### src/rtl/i2cms_pkg.sv
package i2cms_pkg;

    localparam int BYTE_W = 8;

    typedef enum logic [3:0] {
        S_IDLE,
        S_DEV_ADDR,
        S_DEV_ACK,
        S_MEM_ADDR,
        S_MEM_ACK,
        S_WR_DATA,
        S_WR_COMMIT,
        S_WR_ACK,
        S_RD_REQ,
        S_RD_FILL,
        S_RD_DATA,
        S_RD_ACK,
        S_IGNORE
    } slv_state_t;

    typedef struct packed {
        logic start;
        logic stop;
        logic scl_rise;
        logic scl_fall;
        logic sda;
    } bus_evt_t;

endpackage

### src/rtl/i2cms_line_sync.sv
module i2cms_line_sync
    import i2cms_pkg::*;
#(
    parameter int SYNC_STAGES = 2
) (
    input  logic     clk,
    input  logic     rst_n,
    input  logic     scl_i,
    input  logic     sda_i,
    output bus_evt_t evt
);
    localparam int DEPTH = SYNC_STAGES + 1;

    logic [DEPTH-1:0] scl_p;
    logic [DEPTH-1:0] sda_p;
    logic scl_now, scl_old, sda_now, sda_old;

    always_ff @(posedge clk or negedge rst_n) begin
        if (!rst_n) begin
            scl_p <= '1;
            sda_p <= '1;
        end else begin
            scl_p <= {scl_p[DEPTH-2:0], scl_i};
            sda_p <= {sda_p[DEPTH-2:0], sda_i};
        end
    end

    assign scl_now = scl_p[DEPTH-2];
    assign scl_old = scl_p[DEPTH-1];
    assign sda_now = sda_p[DEPTH-2];
    assign sda_old = sda_p[DEPTH-1];

    always_comb begin
        evt.start    = scl_now & scl_old & sda_old & ~sda_now;
        evt.stop     = scl_now & scl_old & ~sda_old & sda_now;
        evt.scl_rise = scl_now & ~scl_old;
        evt.scl_fall = ~scl_now & scl_old;
        evt.sda      = sda_now;
    end

endmodule

### src/rtl/i2cms_addr_match.sv
module i2cms_addr_match #(
    parameter logic [7:0] AUX_ADDR = 8'hA0
) (
    input  logic [7:0] addr_byte,
    input  logic [7:0] cfg_addr,
    input  logic       cfg_en,
    input  logic       busy,
    output logic       hit,
    output logic       sel_main
);
    logic main_hit, aux_live, aux_hit;

    always_comb begin
        main_hit = cfg_en && (addr_byte[7:1] == cfg_addr[7:1]);
        aux_live = !(cfg_en && (cfg_addr[7:1] == AUX_ADDR[7:1]));
        aux_hit  = aux_live && (addr_byte[7:1] == AUX_ADDR[7:1]);
        hit      = (main_hit || aux_hit) && !busy;
        sel_main = main_hit;
    end

endmodule

### src/rtl/i2cms_addr_ptr.sv
module i2cms_addr_ptr #(
    parameter int ADDR_W    = 8,
    parameter int PAGE_BITS = 3
) (
    input  logic              clk,
    input  logic              rst_n,
    input  logic              load,
    input  logic [ADDR_W-1:0] load_val,
    input  logic              step_page,
    input  logic              step_lin,
    output logic [ADDR_W-1:0] ptr
);
    localparam logic [ADDR_W-1:0] LOW_MASK = ADDR_W'((1 << PAGE_BITS) - 1);

    logic [ADDR_W-1:0] ptr_inc;
    assign ptr_inc = ptr + ADDR_W'(1);

    always_ff @(posedge clk or negedge rst_n) begin
        if (!rst_n) begin
            ptr <= '0;
        end else if (load) begin
            ptr <= load_val;
        end else if (step_page) begin
            ptr <= (ptr & ~LOW_MASK) | (ptr_inc & LOW_MASK);
        end else if (step_lin) begin
            ptr <= ptr_inc;
        end
    end

    // a page step never leaves the current page
    assert_page_hold_R9: assert property (@(posedge clk) disable iff (!rst_n)
        step_page && !load |=> ((ptr & ~LOW_MASK) == ($past(ptr) & ~LOW_MASK)));

endmodule

### src/rtl/dual_addr_i2c_slave.sv
module dual_addr_i2c_slave
    import i2cms_pkg::*;
#(
    parameter logic [7:0] AUX_ADDR    = 8'hA0,
    parameter int         PAGE_BITS   = 3,
    parameter int         SYNC_STAGES = 2
) (
    input  logic       clk,
    input  logic       rst_n,
    input  logic       scl_i,
    input  logic       sda_i,
    output logic       sda_oe,
    input  logic [7:0] main_addr_cfg,
    input  logic       main_addr_en,
    input  logic       busy,
    output logic       mem_sel,
    output logic [7:0] mem_addr,
    output logic [7:0] mem_wdata,
    output logic       mem_we,
    output logic       mem_re,
    input  logic [7:0] mem_rdata
);
    localparam int               CNT_W = $clog2(BYTE_W + 1);
    localparam logic [CNT_W-1:0] FULL  = CNT_W'(BYTE_W);
    localparam logic [CNT_W-1:0] LAST  = CNT_W'(BYTE_W - 1);

    bus_evt_t          ev;
    slv_state_t        state, next;
    logic [CNT_W-1:0]  bit_cnt;
    logic [BYTE_W-1:0] shreg;
    logic              sel_q, rw_q, ack_seen;
    logic              hit, sel_main, byte_full, byte_end;
    logic              ptr_load, ptr_step_page, ptr_step_lin;

    i2cms_line_sync #(.SYNC_STAGES(SYNC_STAGES)) u_sync (
        .clk   (clk),
        .rst_n (rst_n),
        .scl_i (scl_i),
        .sda_i (sda_i),
        .evt   (ev)
    );

    i2cms_addr_match #(.AUX_ADDR(AUX_ADDR)) u_match (
        .addr_byte (shreg),
        .cfg_addr  (main_addr_cfg),
        .cfg_en    (main_addr_en),
        .busy      (busy),
        .hit       (hit),
        .sel_main  (sel_main)
    );

    assign byte_full     = (bit_cnt == FULL);
    assign byte_end      = ev.scl_fall && byte_full;
    assign ptr_load      = (state == S_MEM_ADDR) && byte_end && !ev.start && !ev.stop;
    assign ptr_step_page = (state == S_WR_COMMIT);
    assign ptr_step_lin  = (state == S_RD_DATA) && ev.scl_fall && (bit_cnt == LAST)
                           && !ev.start && !ev.stop;

    i2cms_addr_ptr #(.ADDR_W(BYTE_W), .PAGE_BITS(PAGE_BITS)) u_ptr (
        .clk       (clk),
        .rst_n     (rst_n),
        .load      (ptr_load),
        .load_val  (shreg),
        .step_page (ptr_step_page),
        .step_lin  (ptr_step_lin),
        .ptr       (mem_addr)
    );

    // state register
    always_ff @(posedge clk or negedge rst_n) begin
        if (!rst_n) state <= S_IDLE;
        else        state <= next;
    end

    // next-state logic
    always_comb begin
        next = state;
        if (ev.start) begin
            next = S_DEV_ADDR;
        end else if (ev.stop) begin
            next = S_IDLE;
        end else begin
            unique case (state)
                S_IDLE:      next = S_IDLE;
                S_DEV_ADDR:  if (byte_end) next = hit ? S_DEV_ACK : S_IGNORE;
                S_DEV_ACK:   if (ev.scl_fall) next = rw_q ? S_RD_REQ : S_MEM_ADDR;
                S_MEM_ADDR:  if (byte_end) next = S_MEM_ACK;
                S_MEM_ACK:   if (ev.scl_fall) next = S_WR_DATA;
                S_WR_DATA:   if (byte_end) next = S_WR_COMMIT;
                S_WR_COMMIT: next = S_WR_ACK;
                S_WR_ACK:    if (ev.scl_fall) next = S_WR_DATA;
                S_RD_REQ:    next = S_RD_FILL;
                S_RD_FILL:   next = S_RD_DATA;
                S_RD_DATA:   if (ev.scl_fall && bit_cnt == LAST) next = S_RD_ACK;
                S_RD_ACK:    if (ev.scl_fall) next = ack_seen ? S_RD_REQ : S_IGNORE;
                S_IGNORE:    next = S_IGNORE;
                default:     next = S_IDLE;
            endcase
        end
    end

    // byte shifter, bit counter and transaction flags
    always_ff @(posedge clk or negedge rst_n) begin
        if (!rst_n) begin
            bit_cnt  <= '0;
            shreg    <= '0;
            sel_q    <= 1'b0;
            rw_q     <= 1'b0;
            ack_seen <= 1'b0;
        end else if (ev.start || ev.stop) begin
            bit_cnt <= '0;
        end else begin
            unique case (state)
                S_DEV_ADDR, S_MEM_ADDR, S_WR_DATA: begin
                    if (ev.scl_rise) begin
                        shreg   <= {shreg[BYTE_W-2:0], ev.sda};
                        bit_cnt <= bit_cnt + CNT_W'(1);
                    end else if (byte_end) begin
                        bit_cnt <= '0;
                        if (state == S_DEV_ADDR && hit) begin
                            sel_q <= sel_main;
                            rw_q  <= shreg[0];
                        end
                    end
                end
                S_RD_FILL: begin
                    shreg   <= mem_rdata;
                    bit_cnt <= '0;
                end
                S_RD_DATA: begin
                    if (ev.scl_fall) begin
                        shreg   <= {shreg[BYTE_W-2:0], 1'b0};
                        bit_cnt <= (bit_cnt == LAST) ? '0 : bit_cnt + CNT_W'(1);
                    end
                end
                S_RD_ACK: begin
                    if (ev.scl_rise) ack_seen <= ~ev.sda;
                end
                default: ;
            endcase
        end
    end

    // outputs
    always_comb begin
        sda_oe = 1'b0;
        mem_we = 1'b0;
        mem_re = 1'b0;
        unique case (state)
            S_DEV_ACK, S_MEM_ACK, S_WR_ACK: sda_oe = 1'b1;
            S_WR_COMMIT: begin
                sda_oe = 1'b1;
                mem_we = 1'b1;
            end
            S_RD_REQ:  mem_re = 1'b1;
            S_RD_DATA: sda_oe = ~shreg[BYTE_W-1];
            default: ;
        endcase
    end

    assign mem_sel   = sel_q;
    assign mem_wdata = shreg;

    // START always reopens the device byte
    assert_start_restart_R1: assert property (@(posedge clk) disable iff (!rst_n)
        ev.start |=> (state == S_DEV_ADDR));

    // STOP always ends in IDLE with SDA released
    assert_stop_release_R1: assert property (@(posedge clk) disable iff (!rst_n)
        (ev.stop && !ev.start) |=> (state == S_IDLE && !sda_oe));

    // an address acknowledge never follows a busy sample
    assert_busy_nack_R6: assert property (@(posedge clk) disable iff (!rst_n)
        (state == S_DEV_ACK && $past(state) == S_DEV_ADDR) |-> !$past(busy));

    // the write strobe lasts exactly one cycle
    assert_we_pulse_R8: assert property (@(posedge clk) disable iff (!rst_n)
        mem_we |=> !mem_we);

    // the read strobe lasts exactly one cycle
    assert_re_pulse_R12: assert property (@(posedge clk) disable iff (!rst_n)
        mem_re |=> !mem_re);

endmodule

### config.mk
export PLATFORM = sky130hd
export DESIGN_NAME = dual_addr_i2c_slave
export DESIGN_NICKNAME = d
export VERILOG_FILES = /design/src/rtl/i2cms_pkg.sv /design/src/rtl/i2cms_line_sync.sv /design/src/rtl/i2cms_addr_match.sv /design/src/rtl/i2cms_addr_ptr.sv /design/src/rtl/dual_addr_i2c_slave.sv
export SDC_FILE = /design/constraint.sdc
export NUM_CORES = 1
export LEC_CHECK = 0
export BUFFER_PORTS_ARGS = -buffer_cell sky130_fd_sc_hd__buf_2
export CAP_MARGIN = 15
export CORE_ASPECT_RATIO = 1.25
export CORE_UTILIZATION = 50
export CTS_CLUSTER_SIZE = 25
export DETAILED_ROUTE_END_ITERATION = 8
export PLACE_DENSITY = 0.73
export SLEW_MARGIN = 10
export SYNTH_ARGS = -nofsm -noshare
export SYNTH_HDL_FRONTEND = slang
export SYNTH_HIERARCHICAL = 1
export SYNTH_SLANG_ARGS = --single-unit
### constraint.sdc
create_clock -name clk -period 4.3 [get_ports clk]
set_input_delay 0.215 -clock clk [delete_from_list [all_inputs] [get_ports clk]]
set_output_delay 0.215 -clock clk [all_outputs]
set_load 0.05 [all_outputs]
Word level (Yosys, flattened, before mapping). Index checks and enable logic that the tools add are counted.

Add/subtract/negate cells: 2. Equality and inequality tests: 28. Muxes and demuxes: 28. Bitwise operators: 15. Reduce and logical (&&, ||, !) cells: 31.

Operators by type and width (count): 4-bit 2-to-1 mux (16); 4-bit case mux with 11 select lines (1); 8-bit 2-to-1 mux (5); 4-bit == test (second input constant) (6); 4-bit inequality test (second input constant) (6); 8-bit case mux with 3 select lines (1); 4-bit by 3-bit == test with 1-bit output (second input constant) (5); 7-bit == test (second input constant) (2); 1-bit logical AND (14); 4-bit case mux with 3 select lines (1); 8-bit by 1-bit adder with 8-bit output (second input constant) (1); 4-bit by 2-bit == test with 1-bit output (second input constant) (2); 8-bit by 3-bit OR with 8-bit output (1); 1-bit bitwise AND (7); 7-bit == test (1); 1-bit NOT (7); 7-bit AND reduction (1); 3-bit AND reduction (2); 3-bit nonzero test (2); 5-bit AND reduction (1); 4-bit by 1-bit adder with 4-bit output (second input constant) (1); 4-bit by 1-bit == test with 1-bit output (second input constant) (1); 1-bit zero test (4); 2-bit inequality test (second input constant) (2); other kinds (12) (14).

Bits in registers: 33. Input bits: 22. Output and inout bits: 20. Logic and storage cells: 113.

Longest topological paths before layout.
Depth after elaboration: 11. Depth in mapped cells: 9. Gate-level depth less buffers: 8.

Modules after synthesis. The synthesis kept the hierarchy.

Modules (own cells, without submodules): dual_addr_i2c_slave (times used 1, cells each 144, area each 1366.3 um2, seq. area each 475.5 um2); i2cms_addr_ptr (times used 1, cells each 49, area each 462.9 um2, seq. area each 200.2 um2); i2cms_line_sync (times used 1, cells each 11, area each 200.2 um2, seq. area each 157.7 um2); i2cms_addr_match (times used 1, cells each 17, area each 135.1 um2, seq. area each 0.0 um2).

Worst setup path after synthesis. Ideal clock, no wire load.

Kind: register to register. From: reg u_sync.sda_p[1]. To: reg u_ptr.ptr[7]. Setup time: 82 ps. Arrival time: 2683 ps. Required time: 4218 ps. Path slack: 1535 ps. Stages on the path, launching flop included: 8. Path buffers: 1. Clock period less this slack: 2765 ps. Cells stage by stage: dfstp_2 and4b_1 or2_2 buf_2 nor4_1 nand3b_4 or4_1 a31oi_1.

RTL lines: start, declared (RTL line i2cms_line_sync.sv:15) `logic [DEPTH-1:0] sda_p;`; start signal, assigned (RTL line i2cms_line_sync.sv:24) `sda_p <= {sda_p[DEPTH-2:0], sda_i};`; end signal, assigned (RTL line i2cms_addr_ptr.sv:22) `ptr <= load_val;`; end signal, assigned (RTL line i2cms_addr_ptr.sv:24) `ptr <= (ptr & ~LOW_MASK) | (ptr_inc & LOW_MASK);`; end signal, assigned (RTL line i2cms_addr_ptr.sv:26) `ptr <= ptr_inc;`; end, declared (RTL line i2cms_addr_ptr.sv:11) `output logic [ADDR_W-1:0] ptr`.

==> run summary <==
* finished, final reports clean — outcome
* 15.44 um — DR WL/cell
* 1722 — vias in the first global route
* done — CTS tree
* 2 — Max clock buf depth
* 376.1 MHz — fmax
* 9.794 um^2 — mean cell area of the mapped netlist
* 60 — Unique masters post-synth
* 0 — antenna violations before repair
* 26 — number of rows in the core area
* 0 ns — total negative setup slack
* sky130_fd_sc_hd__dfrtp_1 — most area-hungry cell type in the Yosys netlist
* 4.51 ns — required time at the worst-slack endpoint
* 60.85 um — chip width
* 27 x sky130_fd_sc_hd__dfrtp_1, 20 x sky130_fd_sc_hd__nor2_1, 15 x sky130_fd_sc_hd__nand2_1, 13 x sky130_fd_sc_hd__a21oi_1, 12 x sky130_fd_sc_hd__nand3_1 — most frequent cells after synthesis
* 0.29 ns — clock latency on the worst-skew pair
* 15.61% — layout overhead on the synthesized area
* 0.5239 — starting density of the core
* 0 — post-CTS setup buffer count
* 5 — CTS Buf Count
* 0.007227 ns — Clock Skews
* 0.2324 — global-route usage over all layers
* register — crit path capture type
* 1.075 nW — leakage power of the design
* 2.659 ns — Period minus WS final
* 305.0 uV — peak ir drop on the vdd network
* sky130_fd_sc_hd__dfrtp_1 31%, sky130_fd_sc_hd__dfstp_2 7.3%, sky130_fd_sc_hd__mux2i_1 3.7% — most area-consuming cells after synthesis
* 6 — synth warn
* 0.5078 — remaining max-slew budget at the tightest pin
* 246 — net count after synthesis
* 75.56 um — overall die height
* 4598 um^2 — DIE AREA
* 0 — Overflow after GRT
* 4 — 1st-pass router iterations
* 4.895 mm — sum of routed wire length over all layers
* 2502 um^2 — area of all placed cells without fillers
* 0 — number of design rule violations left after detail routing
* register to register — startpoint-to-endpoint class of the critical path
* 1867 — vias
* 3.516 mm — hpwl dp
* 0 — diode insertion count for antenna repair
* 0.8382 — RePlAce Congestion
* register — critical path launch point type
* 0.01648 ns — hold slack final
* 0.001571 W — sum of internal, switching and leakage power
* 0 — Final setup viols
* 0 — number of enable flip-flop cells after synthesis
* 10 — biggest fanout along the worst timing path
* 33 — total clock sinks
* 0 — max-cap check violation count
* 42 — I/O pins
* 2367 um^2 — placement-stage cell area
* 0.6184 — final critical-path share of the clock period
* 317 — Final Instance Count excl. Fillers
* 1 — number of buffers added to fix hold violations after cts
* 0.2874 — share of final-layout standard cells stronger than drive strength 1
* 0 — number of routed nets with antenna violations
* 2165 um^2 — Cell Area, Synth
* sky130_fd_sc_hd__dfrtp_1 — flip-flop cell with the highest count after synthesis
* 4131 um^2 — core region area
* 0.3850 — post-synthesis sequential area ratio
* 5.890 — Via-to-Cell Ratio
* 627.7 nW/um^2 — Pwr per Cell Area
* no — RSZ-0062 raised after global routing
* 7.817 mm — first-pass GRT wire length
* sky130_fd_sc_hd__clkbuf_8 — root buffer cell
* 0.3121 — post-synth top area share
* 0 — Hold Fails Final Rpt
* 1.000 — Async S/R FF share, synth
* 0.07 ns — Clk pin slew, worst setup/hold paths
* 0 — number of resized instances in the post-cts repair step
* 0.7383 ns — measured slew at the worst slew-check pin
* 2.87 ns — critical path data arrival time
* 34 — pin count of the biggest net entering global routing
* 221 — post-synthesis instance total
* 40 — PortBufs
* 2 — Max H-tree Level
* 307 — placed cell count
* input port to register — type of the worst min-delay path
* 0 — Final Max Slew Viols
* 285 — net count reported at finish
* 51 — Iteration-0 DRC Markers
* sky130_fd_sc_hd__dfrtp_1 — most frequently used cell type in the post-synthesis netlist
* 33 — register bit total from synthesis
## path summary, 6_finish.rpt
check | depth (start not counted) | end | start | slack (ns)
max | 7 | u_ptr/ptr[7] | u_sync/sda_p[1] | 1.64
min in group asynchronous | 2 | bit_cnt[3] | rst_n | 0.52
min reg2reg | 0 | u_sync/sda_p[1] | u_sync/sda_p[0] | 0.36
min | 1 | u_sync/sda_p[0] | sda_i | 0.02
max in group asynchronous | 2 | mem_wdata[4] | rst_n | 3.31
max reg2reg | 7 | u_ptr/ptr[7] | u_sync/sda_p[1] | 1.64
## final cells by class
class | instances | area [um^2]
clock inverter | 3 | 46.29
sequential | 33 | 833.3
inverter | 6 | 22.52
tap | 56 | 70.07
clock buffer | 5 | 68.82
timing repair buffer | 43 | 227.7
multi-input combinational | 171 | 1234
fill | 371 | 1629
## worst max-delay path, cell delays in order, from the launching register on
cell,delay [ns]
sky130_fd_sc_hd__dfstp_2,0.56
sky130_fd_sc_hd__and4b_1,0.23
sky130_fd_sc_hd__or2_2,0.43
sky130_fd_sc_hd__nor4_1,0.37
sky130_fd_sc_hd__buf_4,0.21
sky130_fd_sc_hd__nand3b_4,0.10
sky130_fd_sc_hd__or4_1,0.50
sky130_fd_sc_hd__a31oi_1,0.17
## registers in the layout, indices dropped and copies added, names as in the netlist
register / cells
mem_wdata: 8
u_ptr/ptr: 8
bit_cnt: 4
state: 4
u_sync/scl_p: 3
u_sync/sda_p: 3
ack_seen: 1
mem_sel: 1
rw_q: 1
## cell families (layout without fill, tap and decap cells)
kind of cell / count (synthesis) / count (layout) / synth area share
AOI/OAI and AO/OA: 48 / 48 / 0.1532
buffers and inverters: 17 / 57 / 0.04508
DFF: 33 / 33 / 0.3850
and+or+nand+nor: 98 / 98 / 0.2977
muxes: 12 / 12 / 0.06127
xor gates and xnor gates: 10 / 10 / 0.04047
adders and majority gates: 3 / 3 / 0.01734
## stage by stage
step,worst slack (ns),utilization
after floorplan,1.535,-
after global placement,1.766,0.5730
after detailed placement,1.702,0.5730
after CTS,1.645,0.6033
after global routing,1.534,0.6057
final,1.641,0.6057
## layer usage
metal  track usage  part of all wire  wire [um]
met1        0.2918              0.44       2154
met5             0                 0          0
met4       0.09343             0.027        131
met2        0.3785              0.50       2440
met3       0.06282             0.034        168
## where the power goes
part / internal [W] / switching (W) / leakage, nW
combinational: 0.000285 / 0.000438 / 0.624
clock: 0.000173 / 0.000124 / 0.0543
sequential: 0.000387 / 0.000163 / 0.397
## cells in the final DEF, fill, tap and decap left out, drive strengths merged, types with 5 or more instances in the layout
cell    netlist  layout
or4           6       6
xnor2         8       8
nor2b         6       6
clkbuf        1       5
buf          10      41
o21ai         8       8
mux2i         8       8
nor2         21      21
inv           6       6
dfrtp        27      27
nand3        12      12
dfstp         6       6
nand2        15      15
a21oi        13      13
(Power assumes the default switching activity.)
